$ cat src/rtl/muldiv_pkg.sv
package muldiv_pkg;

    typedef enum logic [1:0] {
        ST_IDLE,
        ST_SETUP,
        ST_ITER
    } md_state_t;

    // Low two bits of the function code select the operation.
    typedef enum logic [1:0] {
        OP_MULT  = 2'b00,
        OP_MULTU = 2'b01,
        OP_DIV   = 2'b10,
        OP_DIVU  = 2'b11
    } md_op_t;

    localparam logic [3:0] FN_GROUP = 4'b0110;  // codes 0x18..0x1B
    localparam logic [5:0] FN_MFHI  = 6'h10;
    localparam logic [5:0] FN_MFLO  = 6'h12;

endpackage

$ cat src/rtl/muldiv_fsm.sv
module muldiv_fsm
    import muldiv_pkg::*;
#(
    parameter int STEPS = 32
) (
    input  logic clk,
    input  logic rst_n,
    input  logic req,
    output logic accept,
    output logic setup_en,
    output logic step_en,
    output logic finish,
    output logic busy,
    output logic done
);
    localparam int CW = (STEPS > 1) ? $clog2(STEPS) : 1;
    localparam logic [CW-1:0] LAST = CW'(STEPS - 1);

    md_state_t state_q, state_d;
    logic [CW-1:0] cnt_q;
    logic done_q;

    always_comb begin
        state_d = state_q;
        unique case (state_q)
            ST_IDLE:  if (req) state_d = ST_SETUP;
            ST_SETUP: state_d = ST_ITER;
            ST_ITER:  if (cnt_q == LAST) state_d = ST_IDLE;
            default:  state_d = ST_IDLE;
        endcase
    end

    always_ff @(posedge clk) begin
        if (!rst_n) begin
            state_q <= ST_IDLE;
            cnt_q   <= '0;
            done_q  <= 1'b0;
        end else begin
            state_q <= state_d;
            done_q  <= finish;
            if (state_q == ST_SETUP)     cnt_q <= '0;
            else if (state_q == ST_ITER) cnt_q <= cnt_q + 1'b1;
        end
    end

    always_comb begin
        accept   = 1'b0;
        setup_en = 1'b0;
        step_en  = 1'b0;
        finish   = 1'b0;
        busy     = 1'b0;
        unique case (state_q)
            ST_IDLE:  accept = req;
            ST_SETUP: begin
                setup_en = 1'b1;
                busy     = 1'b1;
            end
            ST_ITER: begin
                step_en = 1'b1;
                busy    = 1'b1;
                finish  = (cnt_q == LAST);
            end
            default: ;
        endcase
        done = done_q;
    end

endmodule

$ cat src/rtl/muldiv_iter.sv
module muldiv_iter #(
    parameter int WIDTH = 32
) (
    input  logic             clk,
    input  logic             rst_n,
    input  logic             load,
    input  logic             is_div,
    input  logic             step,
    input  logic [WIDTH-1:0] mag_a,
    input  logic [WIDTH-1:0] mag_b,
    output logic [WIDTH-1:0] nxt_hi,
    output logic [WIDTH-1:0] nxt_lo
);
    // acc: running product-high / partial remainder; qr: multiplier / quotient
    logic [WIDTH:0]   acc_q, acc_d;
    logic [WIDTH-1:0] qr_q, qr_d;
    logic [WIDTH-1:0] m_q;
    logic             div_q;

    logic [WIDTH:0]   sum;
    logic [WIDTH:0]   shifted;
    logic [WIDTH+1:0] diff;

    always_comb begin
        sum     = {1'b0, acc_q[WIDTH-1:0]} + (qr_q[0] ? {1'b0, m_q} : '0);
        shifted = {acc_q[WIDTH-1:0], qr_q[WIDTH-1]};
        diff    = {1'b0, shifted} - {2'b00, m_q};
        if (div_q) begin
            if (!diff[WIDTH+1]) begin
                acc_d = diff[WIDTH:0];
                qr_d  = {qr_q[WIDTH-2:0], 1'b1};
            end else begin
                acc_d = shifted;
                qr_d  = {qr_q[WIDTH-2:0], 1'b0};
            end
        end else begin
            acc_d = {1'b0, sum[WIDTH:1]};
            qr_d  = {sum[0], qr_q[WIDTH-1:1]};
        end
        nxt_hi = acc_d[WIDTH-1:0];
        nxt_lo = qr_d;
    end

    always_ff @(posedge clk) begin
        if (!rst_n) begin
            acc_q <= '0;
            qr_q  <= '0;
            m_q   <= '0;
            div_q <= 1'b0;
        end else if (load) begin
            acc_q <= '0;
            qr_q  <= is_div ? mag_a : mag_b;
            m_q   <= is_div ? mag_b : mag_a;
            div_q <= is_div;
        end else if (step) begin
            acc_q <= acc_d;
            qr_q  <= qr_d;
        end
    end

endmodule

$ cat src/rtl/muldiv_sign.sv
module muldiv_sign
    import muldiv_pkg::*;
#(
    parameter int WIDTH = 32
) (
    input  md_op_t           op,
    input  logic [WIDTH-1:0] opnd_a,
    input  logic [WIDTH-1:0] opnd_b,
    input  logic [WIDTH-1:0] raw_hi,
    input  logic [WIDTH-1:0] raw_lo,
    output logic [WIDTH-1:0] mag_a,
    output logic [WIDTH-1:0] mag_b,
    output logic [WIDTH-1:0] fix_hi,
    output logic [WIDTH-1:0] fix_lo
);
    logic is_signed, is_div, neg_a, neg_b, b_zero;
    logic [2*WIDTH-1:0] prod;

    always_comb begin
        is_signed = (op == OP_MULT) || (op == OP_DIV);
        is_div    = (op == OP_DIV) || (op == OP_DIVU);
        neg_a     = is_signed && opnd_a[WIDTH-1];
        neg_b     = is_signed && opnd_b[WIDTH-1];
        b_zero    = (opnd_b == '0);
        mag_a     = neg_a ? (~opnd_a + 1'b1) : opnd_a;
        mag_b     = neg_b ? (~opnd_b + 1'b1) : opnd_b;
        prod      = {raw_hi, raw_lo};
        if (neg_a ^ neg_b) prod = ~prod + 1'b1;
        if (is_div) begin
            fix_lo = ((neg_a ^ neg_b) && !b_zero) ? (~raw_lo + 1'b1) : raw_lo;
            fix_hi = neg_a ? (~raw_hi + 1'b1) : raw_hi;
        end else begin
            fix_hi = prod[2*WIDTH-1:WIDTH];
            fix_lo = prod[WIDTH-1:0];
        end
    end

endmodule

$ cat src/rtl/muldiv_unit.sv
module muldiv_unit
    import muldiv_pkg::*;
#(
    parameter int WIDTH = 32
) (
    input  logic             clk,
    input  logic             rst_n,
    input  logic             start,
    input  logic [5:0]       op_code,
    input  logic [WIDTH-1:0] src_a,
    input  logic [WIDTH-1:0] src_b,
    output logic             busy,
    output logic             done,
    input  logic [5:0]       rd_sel,
    output logic [WIDTH-1:0] rd_data
);
    logic legal, accept, setup_en, step_en, finish;
    md_op_t op_q;
    logic [WIDTH-1:0] a_q, b_q, hi_q, lo_q;
    logic [WIDTH-1:0] mag_a, mag_b, raw_hi, raw_lo, fix_hi, fix_lo;
    logic is_div;

    assign legal  = start && (op_code[5:2] == FN_GROUP);
    assign is_div = (op_q == OP_DIV) || (op_q == OP_DIVU);

    muldiv_fsm #(.STEPS(WIDTH)) u_fsm (
        .clk(clk), .rst_n(rst_n), .req(legal), .accept(accept),
        .setup_en(setup_en), .step_en(step_en), .finish(finish),
        .busy(busy), .done(done)
    );

    muldiv_sign #(.WIDTH(WIDTH)) u_sign (
        .op(op_q), .opnd_a(a_q), .opnd_b(b_q), .raw_hi(raw_hi), .raw_lo(raw_lo),
        .mag_a(mag_a), .mag_b(mag_b), .fix_hi(fix_hi), .fix_lo(fix_lo)
    );

    muldiv_iter #(.WIDTH(WIDTH)) u_iter (
        .clk(clk), .rst_n(rst_n), .load(setup_en), .is_div(is_div),
        .step(step_en), .mag_a(mag_a), .mag_b(mag_b),
        .nxt_hi(raw_hi), .nxt_lo(raw_lo)
    );

    always_ff @(posedge clk) begin
        if (!rst_n) begin
            op_q <= OP_MULT;
            a_q  <= '0;
            b_q  <= '0;
            hi_q <= '0;
            lo_q <= '0;
        end else begin
            if (accept) begin
                op_q <= md_op_t'(op_code[1:0]);
                a_q  <= src_a;
                b_q  <= src_b;
            end
            if (finish) begin
                hi_q <= fix_hi;
                lo_q <= fix_lo;
            end
        end
    end

    always_comb begin
        unique case (rd_sel)
            FN_MFHI: rd_data = hi_q;
            FN_MFLO: rd_data = lo_q;
            default: rd_data = '0;
        endcase
    end

endmodule

$ cat config.mk
export PLATFORM = sky130hd
export DESIGN_NAME = muldiv_unit
export DESIGN_NICKNAME = d
export VERILOG_FILES = /design/src/rtl/muldiv_pkg.sv /design/src/rtl/muldiv_fsm.sv /design/src/rtl/muldiv_iter.sv /design/src/rtl/muldiv_sign.sv /design/src/rtl/muldiv_unit.sv
export SDC_FILE = /design/constraint.sdc
export NUM_CORES = 1
export LEC_CHECK = 0
export ABC_AREA = 1
export BUFFER_PORTS_ARGS = -buffer_cell sky130_fd_sc_hd__buf_2
export CAP_MARGIN = 15
export CORE_ASPECT_RATIO = 0.6
export CORE_UTILIZATION = 35
export CTS_CLUSTER_DIAMETER = 30
export DETAILED_ROUTE_END_ITERATION = 8
export PLACE_DENSITY_LB_ADDON = 0.05
export SLEW_MARGIN = 20
export SYNTH_ARGS = -nofsm -noshare
export SYNTH_HDL_FRONTEND = slang
export SYNTH_SLANG_ARGS = --single-unit
$ cat constraint.sdc
create_clock -name clk -period 4.2 [get_ports clk]
set_clock_uncertainty 0.05 [all_clocks]
set_input_delay 0.84 -clock clk [delete_from_list [all_inputs] [get_ports clk]]
set_output_delay 0.84 -clock clk [all_outputs]
set_load 0.03 [all_outputs]
==> impl_metrics.tcl <==
set metrics [dict create \
    status "finished, final reports clean" \
    synth_area_um2 20300 \
    fp-row-count 67 \
    final.period_utilization_pct 97.3 \
    setup_ws_ns 0.113 \
    yosysSeqAreaShare_pct 23.2 \
    holdBufCountCts 0 \
    pwr-share-comb_pct 54.2 \
    maxSlewViolCount 0 \
    cts.clk_slew.worst_paths_ns 0.05 \
    syn_nets 3567 \
    cp-end-kind "flip-flop" \
    cp_slowest_stage_delay_ns 0.86 \
    min_period_ns 4.09 \
    dieArea_um2 59000 \
    setup_tns_ns 0 \
    crit_family "simple AND/OR/NAND/NOR gates" \
    cap_violations 0 \
    vias 24600 \
    drc_errors 0 \
    numCtsBuffers 58 \
    boundaryPins 113 \
    crit_top_cell "nand2_1" \
    antenna_left 0 \
    avgSynthCellArea_um2 5.94 \
    post_drt_wl_per_cell_um 23.4 \
    worstSkewPairLatency_ns 0.64 \
    cp-start-kind "flip-flop" \
    drtPass1Iterations 6 \
    async_flop_share_pct 0 \
    grt_max_degree 106 \
    htreeDepth 2 \
    globalplace.congestion 1.01 \
    relSlewSlack_pct 19.5 \
    hpwl_um 83900 \
    synth_ff_type "dfxtp_1" \
    rsz0062_at_grt "yes" \
    die_x_um 313 \
    p_switching_mw 7.88 \
    hold_viol_final 0 \
    core_area_um2 56500 \
    irDropWorstVdd_uv 504 \
    dp_slack_ns 0.142 \
    slowest_stage "o21ai_0" \
    intPower_mw 8.11 \
    io_buffers 112 \
    switching_share_pct 49.3 \
    p_per_area_nw_per_um2 634 \
    seqPwrFrac_pct 16.0 \
    clock-sinks 235 \
    n_fill_cell 6079 \
    clk_path_buf_depth 3 \
    finalSetupViolCount 0 \
    crit_arrival_ns 4.53 \
    syn_inst 3413 \
    layout.nets 3838 \
    tightest_slew_ns 1.20 \
    hold_path.class "input port to flip-flop" \
    drt_iter0_drc 3181 \
    viasPerCell 5.48 \
    die_h_um 188 \
    area_growth_pct 24.3 \
    critPathKind "flip-flop to flip-flop" \
    first_global_vias 22300 \
    antenna_found_initial 1 \
    fin_util_pct 44.6 \
    cts_tree "built" \
    synth_edf_count 0 \
    path_max_fanout 5 \
    start_util_pct 35.9 \
    grt-ovfl-total 0 \
    synth-seq-cells 235 \
    grt_pass1_wl_um 152000 \
    track_usage_pct 34.8 \
    fmax_ghz 0.245 \
    diodes 0 \
    routed_wl_um 105000 \
    cp.required_ns 4.65 \
    drive_gt1_share_pct 16.2 \
    synth_warnings 0 \
    path_buf_inv 1 \
    power.leakage_nw 12.6 \
    crit_chain "ha_1 -> nand2_1 -> buf_4 -> nor2_1 -> nand2_1 -> nor2_1 -> nand2_1 -> nand3_1 -> nand2_1 -> nand2_1 -> nor2_1 -> o21ai_0 -> nor2_1 -> nand2_1 -> nor2_1 -> nand3_1 -> nand2_1 -> nand3_1 -> nand2_1 -> nor2_1 -> nor2_1" \
    ys_types 62 \
    clkPwrFrac_pct 29.8 \
    clock-root-buffer "clkbuf_16" \
]
## state kept, by name (all words and copies together) (netlist names)
name and cells:
u_iter.acc_q 32, u_fsm.state_q 2, u_iter.m_q 32, u_fsm.done 1
u_fsm.cnt_q 5, lo_q 32, b_q 32, op_q 2
u_iter.qr_q 32, u_iter.div_q 1, a_q 32, hi_q 32
## per-layer routing
metal	GRT usage, %	routed length, um	vias up	share of wire, %
li1	-	-	11600	-
met1	56.7	53600	11600	51
met2	42.3	36200	1291	34
met3	10.4	13200	138	13
met4	7.37	2170	2	2.1
met5	0	13	-	0.012
## worst paths after layout
kind / from / slack [ns] / depth (start not counted) / to
min reg2reg: u_fsm.cnt_q[4]$_SDFFE_PP0P_ / 0.43 / 2 / u_fsm.cnt_q[4]$_SDFFE_PP0P_
max: u_iter.acc_q[8]$_SDFFE_PP0P_ / 0.11 / 21 / hi_q[30]$_SDFFE_PN0P_
max reg2reg: u_iter.acc_q[8]$_SDFFE_PP0P_ / 0.11 / 21 / hi_q[30]$_SDFFE_PN0P_
min: src_a[18] / 0.42 / 3 / a_q[18]$_SDFFE_PN0P_
## through the flow
stage | power (mW) | instance area (um2) | hold WS, ns | std cells
after floorplan | 7.55 | 20300 | 0.387 | 3413
after global placement | 10.8 | 23000 | 0.402 | 4376
after detailed placement | 10.7 | 23000 | 0.420 | 4376
after CTS | 15.5 | 25100 | 0.397 | 4483
after global routing | 16.7 | 25200 | 0.418 | 4490
final | 16.0 | 25200 | 0.417 | 4490
## layout make-up
cell class	instances	area, um2	share of cell area, %
well taps	759	950	3.77
repair buffers	354	2460	9.75
inverters	597	2240	8.89
clock inverters	38	463	1.84
flip-flops and latches	235	4710	18.7
clock buffers	69	1580	6.28
multi-input cells	2438	12800	50.8
## cells in the final DEF (no fill, tap or decap), drive strengths merged, types with 25 or more instances in the layout
cell and instances:
a21oi 248, buf 354, clkbuf 69, dfxtp 235, ha 73, inv 597
nand2 843, nand3 200, nand4 51, nor2 352, nor3 48, o211ai 76
o21ai 282, o221ai 25, o22ai 38, xor2 82
## worst reg2reg max path, delay by kind of cell, from the launching register on
kind	cells	cell delay [ns]
AO/OA/AOI/OAI	1	0.87
adder cells (fa/ha/maj)	1	0.43
buffers and inverters	1	0.16
flip-flops	1	0.36
AND/OR/NAND/NOR	18	2.10
## synth_stat cells (6+ instances only)
cell	count	area, um2
nand2_1	820	3080
inv_1	570	2140
nor2_1	324	1220
o21ai_0	246	1230
a21oi_1	245	1230
dfxtp_1	235	4700
nand3_1	185	926
clkbuf_1	109	409
xor2_1	82	718
o211ai_1	76	571
ha_1	73	913
nand4_1	51	319
nor3_1	40	200
o22ai_1	38	238
o21ai_1	25	125
o221ai_1	25	219
a22oi_1	22	165
inv_2	22	82.6
nor2_2	21	131
nand2_2	19	119
xnor2_1	17	149
a31oi_1	16	100
nand3_2	15	150
buf_2	14	70.1
o21ai_2	11	96.3
buf_6	9	101
nand3b_1	9	67.6
buf_1	8	30.0
nor4_1	7	43.8
nor2_4	6	67.6
nor3_2	6	60.1
o21bai_1	6	45.0
## repair_timing
| item | in CTS | in global routing |
|---|---|---|
| gates resized for setup | 0 | 27 |
| setup endpoints to repair | 0 | 26 |
| hold endpoints to repair | 0 | 0 |
| buffers inserted | 0 | 6 |
## cells by family (layout without fill, tap and decap cells)
family	Yosys count	in the layout	synth area share, %
buffers and inverters	741	1058	14.3
flip-flops	235	235	23.2
AND/OR/NAND/NOR	1524	1525	32.4
AO/OA/AOI/OAI	739	739	21.1
XOR/XNOR	99	99	4.27
adder cells (fa/ha/maj)	75	75	4.70
## power by group through the flow
| stage | Sequential (mW) | Clock (mW) | Combinational (mW) |
|---|---|---|---|
| floorplan | 2.53 | 0 | 5.02 |
| global placement | 2.58 | 0 | 8.20 |
| detailed placement | 2.59 | 0 | 8.14 |
| CTS | 2.55 | 4.79 | 8.18 |
| global route | 2.57 | 4.90 | 9.27 |
| finish | 2.57 | 4.76 | 8.66 |
Note: power is estimated with default switching activity, not from simulation.
